## config.mk

```make
export PLATFORM = sky130hd
export DESIGN_NAME = tile_seg_desc
export DESIGN_NICKNAME = d
export VERILOG_FILES = /design/src/rtl/tsd_pkg.sv /design/src/rtl/tsd_ctrl.sv /design/src/rtl/tsd_head_acc.sv /design/src/rtl/tsd_dirty_fifo.sv /design/src/rtl/tile_seg_desc.sv
export SDC_FILE = /design/constraint.sdc
export NUM_CORES = 1
export LEC_CHECK = 0
export ABC_AREA = 1
export BUFFER_PORTS_ARGS = -buffer_cell sky130_fd_sc_hd__buf_2
export CAP_MARGIN = 0
export CELL_PAD_IN_SITES_DETAIL_PLACEMENT = 0
export CELL_PAD_IN_SITES_GLOBAL_PLACEMENT = 1
export CORE_MARGIN = 4
export CORE_UTILIZATION = 46
export DETAILED_ROUTE_END_ITERATION = 10
export PLACE_DENSITY = 0.95
export SLEW_MARGIN = 20
export SYNTH_ARGS = -nofsm -noshare
export SYNTH_HDL_FRONTEND = slang
export SYNTH_SLANG_ARGS = --single-unit
```

## constraint.sdc

```tcl
create_clock -name clk -period 6.2 [get_ports clk]
set_clock_uncertainty 0.05 [all_clocks]
set_input_delay 1.24 -clock clk [delete_from_list [all_inputs] [get_ports clk]]
set_output_delay 1.24 -clock clk [all_outputs]
set_load 0.03 [all_outputs]
```

## src/rtl/tsd_pkg.sv

```systemverilog
// Shared types for the tile segment-head generator.
package tsd_pkg;

    // Controller phases: binary search, a look-back check, the forward walk, result hold.
    typedef enum logic [3:0] {
        ST_IDLE,
        ST_SRCH_RD,
        ST_SRCH_CMP,
        ST_SRCH_END,
        ST_BACK_RD,
        ST_BACK_CMP,
        ST_WALK_RD,
        ST_WALK_CMP,
        ST_RESULT
    } tsd_state_e;

endpackage

```

## src/rtl/tsd_ctrl.sv

```systemverilog
// Sequencer for one tile at a time. It binary-searches the row-offset array
// for the owning row, optionally looks one row back for an empty row at the
// tile start, then walks forward marking row starts until an offset reaches
// the tile end. Assumes offset[0] == 0, offset[rows] == nnz, rows >= 1, and
// that tile*TILE_N fits in NNZ_W+1 bits. Memory reads return one cycle later.
module tsd_ctrl
    import tsd_pkg::*;
#(
    parameter int TILE_N = 16,
    parameter int ROW_W  = 8,
    parameter int NNZ_W  = 12,
    parameter int TILE_W = 8,
    localparam int POS_W = $clog2(TILE_N),
    localparam int CNT_W = $clog2(TILE_N + 1),
    localparam int EXT_W = NNZ_W + 1
) (
    input  logic              clk,
    input  logic              rst_n,
    input  logic [ROW_W-1:0]  cfg_rows,
    input  logic [NNZ_W-1:0]  cfg_nnz,
    input  logic              req_valid,
    input  logic [TILE_W-1:0] req_tile,
    output logic              req_ready,
    input  logic              fifo_full,
    output logic              rd_en,
    output logic [ROW_W-1:0]  rd_addr,
    input  logic [NNZ_W-1:0]  rd_data,
    output logic              res_valid,
    input  logic              res_ready,
    output logic [TILE_W-1:0] res_tile,
    output logic [ROW_W-1:0]  res_row,
    output logic              res_dirty,
    output logic              clr,
    output logic              mark_en,
    output logic [POS_W-1:0]  mark_pos,
    output logic              push,
    output logic [CNT_W-1:0]  valid_cnt
);

    tsd_state_e        state_q, state_d;
    logic [TILE_W-1:0] tile_q;
    logic [EXT_W-1:0]  start_q, end_q;
    logic [CNT_W-1:0]  cnt_q;
    logic [ROW_W-1:0]  lo_q, hi_q;
    logic [EXT_W-1:0]  lo_val_q;
    logic [ROW_W:0]    r_q;
    logic [EXT_W-1:0]  prev_q;
    logic              dirty_q;

    logic              accept;
    logic [EXT_W-1:0]  tile_start_w, nnz_ext, room_w, end_w, data_ext;
    logic              in_range, room_big;
    logic [CNT_W-1:0]  cnt_w;
    logic [ROW_W-1:0]  mid, srch_lo, srch_hi;
    logic              probe_le, walk_stop, at_head, r_past;

    // Request acceptance and tile range arithmetic.
    assign accept       = (state_q == ST_IDLE) && req_valid && !fifo_full;
    assign req_ready    = (state_q == ST_IDLE) && !fifo_full;
    assign tile_start_w = EXT_W'(req_tile) * EXT_W'(TILE_N);
    assign nnz_ext      = EXT_W'(cfg_nnz);
    assign in_range     = nnz_ext > tile_start_w;
    assign room_w       = nnz_ext - tile_start_w;
    assign room_big     = room_w > EXT_W'(TILE_N);
    assign end_w        = (in_range && room_big) ? tile_start_w + EXT_W'(TILE_N) : nnz_ext;
    assign cnt_w        = !in_range ? '0 : (room_big ? CNT_W'(TILE_N) : CNT_W'(room_w));

    // Search and walk comparisons on the returned offset.
    assign data_ext  = EXT_W'(rd_data);
    assign mid       = lo_q + ((hi_q - lo_q) >> 1);
    assign probe_le  = data_ext <= start_q;
    assign srch_lo   = probe_le ? mid : lo_q;
    assign srch_hi   = probe_le ? hi_q : mid;
    assign walk_stop = data_ext >= end_q;
    assign at_head   = lo_val_q == start_q;
    assign r_past    = r_q > {1'b0, cfg_rows};

    // Next-state and memory-port decode.
    always_comb begin
        state_d  = state_q;
        rd_en    = 1'b0;
        rd_addr  = '0;
        mark_en  = 1'b0;
        mark_pos = '0;
        case (state_q)
            ST_IDLE: begin
                if (accept) state_d = (cfg_rows > ROW_W'(1)) ? ST_SRCH_RD : ST_SRCH_END;
            end
            ST_SRCH_RD: begin
                rd_en   = 1'b1;
                rd_addr = mid;
                state_d = ST_SRCH_CMP;
            end
            ST_SRCH_CMP: begin
                state_d = ((srch_hi - srch_lo) > ROW_W'(1)) ? ST_SRCH_RD : ST_SRCH_END;
            end
            ST_SRCH_END: begin
                mark_en = at_head;
                state_d = (at_head && (lo_q != '0) && (start_q < end_q)) ? ST_BACK_RD : ST_WALK_RD;
            end
            ST_BACK_RD: begin
                rd_en   = 1'b1;
                rd_addr = lo_q - ROW_W'(1);
                state_d = ST_BACK_CMP;
            end
            ST_BACK_CMP: begin
                state_d = ST_WALK_RD;
            end
            ST_WALK_RD: begin
                if (r_past) begin
                    state_d = ST_RESULT;
                end else begin
                    rd_en   = 1'b1;
                    rd_addr = r_q[ROW_W-1:0];
                    state_d = ST_WALK_CMP;
                end
            end
            ST_WALK_CMP: begin
                if (walk_stop) begin
                    state_d = ST_RESULT;
                end else begin
                    mark_en  = 1'b1;
                    mark_pos = POS_W'(data_ext - start_q);
                    state_d  = ST_WALK_RD;
                end
            end
            ST_RESULT: begin
                if (res_ready) state_d = ST_IDLE;
            end
            default: state_d = ST_IDLE;
        endcase
    end

    // State register.
    always_ff @(posedge clk) begin
        if (!rst_n) state_q <= ST_IDLE;
        else        state_q <= state_d;
    end

    // Per-tile datapath registers: range, search bounds, walk cursor, dirty flag.
    always_ff @(posedge clk) begin
        if (!rst_n) begin
            tile_q   <= '0;
            start_q  <= '0;
            end_q    <= '0;
            cnt_q    <= '0;
            lo_q     <= '0;
            hi_q     <= '0;
            lo_val_q <= '0;
            r_q      <= '0;
            prev_q   <= '0;
            dirty_q  <= 1'b0;
        end else begin
            case (state_q)
                ST_IDLE: begin
                    if (accept) begin
                        tile_q   <= req_tile;
                        start_q  <= tile_start_w;
                        end_q    <= end_w;
                        cnt_q    <= cnt_w;
                        lo_q     <= '0;
                        hi_q     <= cfg_rows;
                        lo_val_q <= '0;
                        dirty_q  <= 1'b0;
                    end
                end
                ST_SRCH_CMP: begin
                    lo_q <= srch_lo;
                    hi_q <= srch_hi;
                    if (probe_le) lo_val_q <= data_ext;
                end
                ST_SRCH_END: begin
                    r_q    <= {1'b0, lo_q} + (ROW_W + 1)'(1);
                    prev_q <= lo_val_q;
                end
                ST_BACK_CMP: begin
                    if (data_ext == start_q) dirty_q <= 1'b1;
                end
                ST_WALK_CMP: begin
                    if (!walk_stop) begin
                        if (data_ext == prev_q) dirty_q <= 1'b1;
                        prev_q <= data_ext;
                        r_q    <= r_q + (ROW_W + 1)'(1);
                    end
                end
                default: ;
            endcase
        end
    end

    // Result view and handshakes towards the neighbours.
    assign clr       = accept;
    assign push      = (state_d == ST_RESULT) && (state_q != ST_RESULT) && dirty_q;
    assign res_valid = state_q == ST_RESULT;
    assign res_tile  = tile_q;
    assign res_row   = lo_q;
    assign res_dirty = dirty_q;
    assign valid_cnt = cnt_q;

endmodule

```

## src/rtl/tsd_head_acc.sv

```systemverilog
// Collects row-start marks into the head vector and derives the valid mask
// from the count of in-range positions. Head bits outside the mask are hidden.
module tsd_head_acc #(
    parameter int TILE_N = 16,
    localparam int POS_W = $clog2(TILE_N),
    localparam int CNT_W = $clog2(TILE_N + 1)
) (
    input  logic              clk,
    input  logic              rst_n,
    input  logic              clr,
    input  logic              mark_en,
    input  logic [POS_W-1:0]  mark_pos,
    input  logic [CNT_W-1:0]  valid_cnt,
    output logic [TILE_N-1:0] head,
    output logic [TILE_N-1:0] mask
);

    logic [TILE_N-1:0] head_q;

    // Head accumulator: cleared per tile, one bit set per mark.
    always_ff @(posedge clk) begin
        if (!rst_n)       head_q <= '0;
        else if (clr)     head_q <= '0;
        else if (mark_en) head_q[mark_pos] <= 1'b1;
    end

    // One comparator per lane builds the low-aligned valid mask.
    for (genvar p = 0; p < TILE_N; p++) begin : g_lane
        assign mask[p] = valid_cnt > CNT_W'(p);
    end

    assign head = head_q & mask;

endmodule

```

## src/rtl/tsd_dirty_fifo.sv

```systemverilog
// Small circular FIFO holding tile indices that need repair. A push into a
// full FIFO is dropped and sets a sticky overflow flag.
module tsd_dirty_fifo #(
    parameter int DEPTH = 4,
    parameter int W     = 8,
    localparam int PTR_W = (DEPTH > 1) ? $clog2(DEPTH) : 1,
    localparam int CNT_W = $clog2(DEPTH + 1)
) (
    input  logic         clk,
    input  logic         rst_n,
    input  logic         push,
    input  logic [W-1:0] push_data,
    input  logic         pop_ready,
    output logic         out_valid,
    output logic [W-1:0] out_data,
    output logic         full,
    output logic         ovf
);

    logic [W-1:0]     mem [DEPTH];
    logic [PTR_W-1:0] wr_ptr, rd_ptr;
    logic [CNT_W-1:0] cnt;
    logic             do_push, do_pop;

    assign full      = cnt == CNT_W'(DEPTH);
    assign out_valid = cnt != '0;
    assign out_data  = mem[rd_ptr];
    assign do_push   = push && !full;
    assign do_pop    = out_valid && pop_ready;

    // Storage write.
    always_ff @(posedge clk) begin
        if (do_push) mem[wr_ptr] <= push_data;
    end

    // Pointers, occupancy and the sticky overflow flag.
    always_ff @(posedge clk) begin
        if (!rst_n) begin
            wr_ptr <= '0;
            rd_ptr <= '0;
            cnt    <= '0;
            ovf    <= 1'b0;
        end else begin
            if (do_push) wr_ptr <= (wr_ptr == PTR_W'(DEPTH - 1)) ? '0 : wr_ptr + PTR_W'(1);
            if (do_pop)  rd_ptr <= (rd_ptr == PTR_W'(DEPTH - 1)) ? '0 : rd_ptr + PTR_W'(1);
            if (do_push && !do_pop)      cnt <= cnt + CNT_W'(1);
            else if (do_pop && !do_push) cnt <= cnt - CNT_W'(1);
            if (push && full) ovf <= 1'b1;
        end
    end

endmodule

```

## src/rtl/tile_seg_desc.sv

```systemverilog
// Top of the tile segment-head generator: sequencer, head accumulator and
// dirty-tile FIFO. One tile is processed at a time; a new request waits until
// the previous result is taken and the dirty FIFO has room.
module tile_seg_desc #(
    parameter int LANE_ELEMS  = 4,
    parameter int LANE_COUNT  = 4,
    parameter int ROW_W       = 8,
    parameter int NNZ_W       = 12,
    parameter int TILE_W      = 8,
    parameter int DIRTY_DEPTH = 4,
    localparam int TILE_N = LANE_ELEMS * LANE_COUNT,
    localparam int POS_W  = $clog2(TILE_N),
    localparam int CNT_W  = $clog2(TILE_N + 1)
) (
    input  logic              clk,
    input  logic              rst_n,
    input  logic [ROW_W-1:0]  cfg_rows,
    input  logic [NNZ_W-1:0]  cfg_nnz,
    input  logic              req_valid,
    output logic              req_ready,
    input  logic [TILE_W-1:0] req_tile,
    output logic              rp_rd_en,
    output logic [ROW_W-1:0]  rp_rd_addr,
    input  logic [NNZ_W-1:0]  rp_rd_data,
    output logic              res_valid,
    input  logic              res_ready,
    output logic [TILE_W-1:0] res_tile,
    output logic [ROW_W-1:0]  res_row,
    output logic [TILE_N-1:0] res_head,
    output logic [TILE_N-1:0] res_mask,
    output logic              res_dirty,
    output logic              dq_valid,
    input  logic              dq_ready,
    output logic [TILE_W-1:0] dq_tile,
    output logic              dirty_full,
    output logic              dirty_ovf
);

    logic             clr, mark_en, push;
    logic [POS_W-1:0] mark_pos;
    logic [CNT_W-1:0] valid_cnt;

    tsd_ctrl #(
        .TILE_N (TILE_N),
        .ROW_W  (ROW_W),
        .NNZ_W  (NNZ_W),
        .TILE_W (TILE_W)
    ) u_ctrl (
        .clk       (clk),
        .rst_n     (rst_n),
        .cfg_rows  (cfg_rows),
        .cfg_nnz   (cfg_nnz),
        .req_valid (req_valid),
        .req_tile  (req_tile),
        .req_ready (req_ready),
        .fifo_full (dirty_full),
        .rd_en     (rp_rd_en),
        .rd_addr   (rp_rd_addr),
        .rd_data   (rp_rd_data),
        .res_valid (res_valid),
        .res_ready (res_ready),
        .res_tile  (res_tile),
        .res_row   (res_row),
        .res_dirty (res_dirty),
        .clr       (clr),
        .mark_en   (mark_en),
        .mark_pos  (mark_pos),
        .push      (push),
        .valid_cnt (valid_cnt)
    );

    tsd_head_acc #(
        .TILE_N (TILE_N)
    ) u_head (
        .clk       (clk),
        .rst_n     (rst_n),
        .clr       (clr),
        .mark_en   (mark_en),
        .mark_pos  (mark_pos),
        .valid_cnt (valid_cnt),
        .head      (res_head),
        .mask      (res_mask)
    );

    tsd_dirty_fifo #(
        .DEPTH (DIRTY_DEPTH),
        .W     (TILE_W)
    ) u_fifo (
        .clk       (clk),
        .rst_n     (rst_n),
        .push      (push),
        .push_data (res_tile),
        .pop_ready (dq_ready),
        .out_valid (dq_valid),
        .out_data  (dq_tile),
        .full      (dirty_full),
        .ovf       (dirty_ovf)
    );

endmodule

```

Word-level counts from Yosys, hierarchy flattened
Memories as Yosys holds them, arrays and structs flattened. A register that Yosys moved wholly into a read port is not among the register bits.
Cells that the tools add are included.
Word-level totals
  bits in writable memories: 32
  flip-flop bits (word level): 106
  latch bits: 0
  word-level logic and storage cells: 157
  memory bits (read-only): 0
  memories: 1
Memories
  u_fifo.mem: depth 4, bits a word 8, rd ports 1, clocked after Yosys merged registers in 1, wr ports 1, line tsd_dirty_fifo.sv:20  | logic [W-1:0] mem [DEPTH];
Operators by class
  $add $sub $neg: 13
  multipliers: 0
  multiplexer cells: 47
  order comparisons: 26
  shifts and indexed selects: 0
  div/mod/pow operators: 0
  equal/unequal tests: 21
  reductions and logical operators: 31
  bitwise operators: 3
Operator list (number)
  $mux W13: 4
  $pmux W13 S2: 2
  $gt A5 B4 Y1 const B: 8
  $mux W8: 5
  $pmux W4 S9: 1
  $pmux W8 S2: 2
  $mux W4: 6
  $pmux W8 S3: 1
  $gt A5 B3 Y1 const B: 4
  $pmux W9 S2: 1
  $and A16 B16 Y16: 1
  $eq A4 B3 Y1 const B: 4
  $gt A8 B1 Y1 const B: 2
  $or A16 B16 Y16: 1
  $sub A8 B8 Y8: 2
  $logic_and A1 B1 Y1: 14
  $mux W2: 7
  $add A12 B5 Y13 const B: 1
  $eq A12 B13 Y1: 1
  $eq A13 B12 Y1: 1
  $ge A12 B13 Y1: 1
  $gt A13 B5 Y1 const B: 1
  $lt A12 B13 Y1: 1
  $sub A12 B12 Y13: 1
  other kinds (41): 69

Logic depth before layout (Yosys ltp)
  depth after elaboration: 15
  mapped depth: 26
  gate-level depth less buffers: 25

Cells and area by module
From an unflattened synthesis, not the netlist that was laid out.
Second synthesis, totals
  cell total of the unflattened synthesis: 1290
  area, all modules: 9275.1 um2
By module, submodules not included
  tsd_ctrl: cells each 999, area each 6670.1 um2, times used 1
  tsd_dirty_fifo: cells each 150, area each 1732.9 um2, times used 1
  tsd_head_acc: cells each 141, area each 872.1 um2, times used 1

Worst setup path before layout
Ideal clock, no wire load.
  path kind: register -> output
  start: register u_ctrl.lo_q[0] (netlist: u_ctrl.res_row[0])
  end: output port rp_rd_addr[6]
  path slack: 1.730 ns
  cell stages (with the launch flop): 16
  data arrival time: 3.180 ns
  cell sequence: dfxtp_1 inv_1 nor2_1 inv_1 fa_1 a21oi_1 o21ai_0 xnor2_1 inv_1 ha_1 a21oi_1 nand2_1 a21oi_1 o21ai_0 xor2_1 o221ai_1
On the way
  longest elaborated chain between the ends: 3
  elaborated cells on any way between the ends: 4
  those cells by class: add/sub: 3; mux: 1
RTL lines
  from (decl): line tsd_ctrl.sv:44  | logic [ROW_W-1:0] lo_q, hi_q;
  from (signal assigned): line tsd_ctrl.sv:168  | lo_q <= srch_lo;
  $sub A8 B8 Y8: line tsd_ctrl.sv:70  | assign mid = lo_q + ((hi_q - lo_q) >> 1);
  $add A8 B7 Y8: line tsd_ctrl.sv:70
  $pmux W8 S3 (*): line tsd_ctrl.sv:85  | case (state_q)
  to (decl): line tile_seg_desc.sv:23  | output logic [ROW_W-1:0] rp_rd_addr,
Mark *: on every way between the ends. The rest lies on a longest branch, timed or not.

Worst setup path in the final report
Same ends and word-level chain as after synthesis.

==> impl_metrics.json <==
{
  "drive_gt1_frac": 0.147,
  "combPwrFrac": 0.416,
  "drt_wl_total_mm": 24.6,
  "synth_seq_cells": 138,
  "hpwl_mm": 19.3,
  "yosys-top-cells-area": "dfxtp_1 24%, edfxtp_1 11%, nand2_1 11%, ha_1 10%, inv_1 6.4%",
  "grt_pass1_vias": 7946,
  "fin_crit_sh": 0.812,
  "power_frac_clock": 0.282,
  "dieWidth_um": 148,
  "grt_max_degree": 37,
  "drv_slew": 0,
  "grt-ovfl-total": 0,
  "ys_types": 50,
  "crit_path_end_kind": "output pin",
  "drtIter0Drc": 605,
  "path_cells": "inv_1, nor2_1, inv_1, fa_1, a21oi_1, o21ai_0, a21o_1, a21oi_1, xnor2_1, ha_1, inv_1, o21ai_0, xor2_1, o221ai_1, buf_2",
  "synth_area_um2": 9020,
  "synth_area_per_cell_um2": 7.37,
  "via_per_inst": 5.27,
  "synth.yosys.seq_area_share": 0.342,
  "cp-start-kind": "flop",
  "synthFlopType": "dfxtp_1",
  "max_freq_mhz": 199,
  "min_period_ns": 5.03,
  "wire_per_inst_um": 15.4,
  "cts_root_buf": "clkbuf_16",
  "area_delta_synth_final_pct": 14.8,
  "cts_setup_buffers": 0,
  "path_clk_slew_ns": 0.06,
  "setup_ws_ns": 1.17,
  "final_hold_viol_count": 0,
  "crit_top_cell": "inv_1",
  "swShare": 0.408,
  "clockBufferDepth": 2,
  "cts_made_buffers": 17,
  "drc": 0,
  "crit_required_ns": 4.91,
  "synth-edff-count": 32,
  "ctsHoldBuffers": 0,
  "gp_congestion": 0.971,
  "r2r_slack_ns": 2.02,
  "rsz0062_at_grt": "no",
  "initial_core_util": 0.474,
  "crit_type": "reg -> out",
  "vdd_ir_drop_max_mv": 0.232,
  "critical-path-max-stage-delay_ns": 0.45,
  "power.static_leakage_nw": 4.67,
  "synthesis.nets": 1347,
  "antennaDiodeCount": 0,
  "rows": 50,
  "dp_slack_ns": 1.38,
  "clock_latency_ns": 0.42,
  "slew_headroom": 0.312,
  "core_area_um2": 19000,
  "cp_max_fo": 6,
  "vias": 8431,
  "syn_inst": 1223,
  "antenna_found_initial": 3,
  "seqPwrFrac": 0.301,
  "postRouteAntennaNets": 0,
  "yosys-top-cells-count": "255 x nand2_1, 154 x inv_1, 106 x dfxtp_1",
  "cts_max_level": 4,
  "die_h_um": 148,
  "total_power_mw": 3.60,
  "synth.most_common_cell": "nand2_1",
  "cts_tree": "yes",
  "clock_sinks": 138,
  "async_flop_share": 0,
  "nets": 1450,
  "port-buffer-count": 115,
  "hold_path_class": "reg -> reg",
  "switching_power_mw": 1.47,
  "synth_largest_area_cell": "dfxtp_1",
  "p_int_mw": 2.13,
  "grt_pass1_wl_mm": 40.3,
  "drv_cap": 0,
  "cp_slowest_cell": "dfxtp_1",
  "finish.utilization": 0.544,
  "cts_resized": 0,
  "outcome": "completed",
  "synth_warnings": 0,
  "finalSetupViolCount": 0,
  "arrival_ns": 3.74,
  "synth_top_cell_area_share": 0.235,
  "worst_slew_pin_slew_ns": 1.03,
  "io_pins": 116,
  "drt_pass1_iterations": 5,
  "track_usage": 0.228,
  "finalSetupTns_ns": 0,
  "power_per_cell_area_nw_per_um2": 348,
  "die-area_um2": 21900
}
[sequential cells by signal, indices dropped and copies added (netlist names), named ones only]
register,cells
u_fifo.mem,32
u_head.head_q,16
u_ctrl.end_q,13
u_ctrl.lo_val_q,12
u_ctrl.prev_q,12
u_ctrl.r_q,9
u_ctrl.hi_q,8
u_ctrl.res_row,8
u_ctrl.res_tile,8
u_ctrl.valid_cnt,5
u_ctrl.state_q,4
u_fifo.cnt,3
u_fifo.rd_ptr,2
u_fifo.wr_ptr,2
u_ctrl.res_dirty,1
u_fifo.ovf,1
[worst paths after layout]
check | from | end | depth (start not counted)
max | u_ctrl.res_row[0] | rp_rd_addr[6] | 15
min | u_fifo.ovf | u_fifo.ovf | 2
max reg2reg | u_ctrl.res_tile[7] | u_ctrl.state_q[1] | 19
min reg2reg | u_fifo.ovf | u_fifo.ovf | 2
[power by group through the flow]
stage                     Combinational (mW)  Sequential (mW)  Clock (mW)
after floorplan                         1.13             1.09           0
after global placement                  1.47             1.10           0
after detailed placement                1.49             1.10           0
after CTS                               1.50             1.08        1.03
after global routing                    1.68             1.10        1.07
final                                   1.50             1.09        1.02
[metrics by stage]
stage	cell area [um^2]	instances	hold slack, ns
4_1_cts	10300	1599	0.406
3_5_place_dp	9760	1567	0.397
6_report	10300	1599	0.403
3_3_place_gp	9760	1567	0.388
2_1_floorplan	9020	1223	0.375
5_1_grt	10300	1599	0.423
[final cells by class]
class | count | area (um^2)
Timing Repair Buffer | 116 | 583
Clock buffer | 21 | 440
Multi-Input combinational cell | 882 | 5130
Inverter | 171 | 647
Tap cell | 260 | 325
Sequential cell | 138 | 3080
Fill cell | 1889 | 8670
Clock inverter | 11 | 145
[metal layers]
layer | track usage | vias to the layer above | wire, um
li1 | - | 4307 | -
met1 | 0.304 | 3855 | 11200
met2 | 0.375 | 222 | 11700
met3 | 0.0399 | 41 | 1250
met4 | 0.0744 | 6 | 479
met5 | 0 | - | 37
[layout by cell type, fill, tap and decap left out, types with 8 or more instances in the layout]
master	instances
edfxtp_1	32
nor3_1	15
xor2_1	38
xnor2_1	10
a21oi_1	95
nand4_1	14
inv_1	154
nand2_2	8
a31oi_1	21
o22ai_1	24
inv_2	14
buf_2	115
nand2_1	255
o21ai_0	67
nand3_1	66
o21ai_1	19
dfxtp_1	106
clkbuf_16	17
ha_1	74
nor2_1	98
[cell families after synthesis]
group	Yosys count	share of synthesized area
simple gates	492	0.243
compound gates	263	0.165
buf+inv	203	0.0895
flops	138	0.342
fa+ha+maj	79	0.114
xor+xnor	48	0.0466
[worst max-delay path, delay by kind of cell, from the launching register on]
kind / cells / cell delay, ns
xor+xnor: 2 / 0.42
fa+ha+maj: 2 / 0.76
buf+inv: 4 / 0.54
compound gates: 6 / 1.01
flops: 1 / 0.45
simple gates: 1 / 0.15
(Power assumes the default switching activity.)
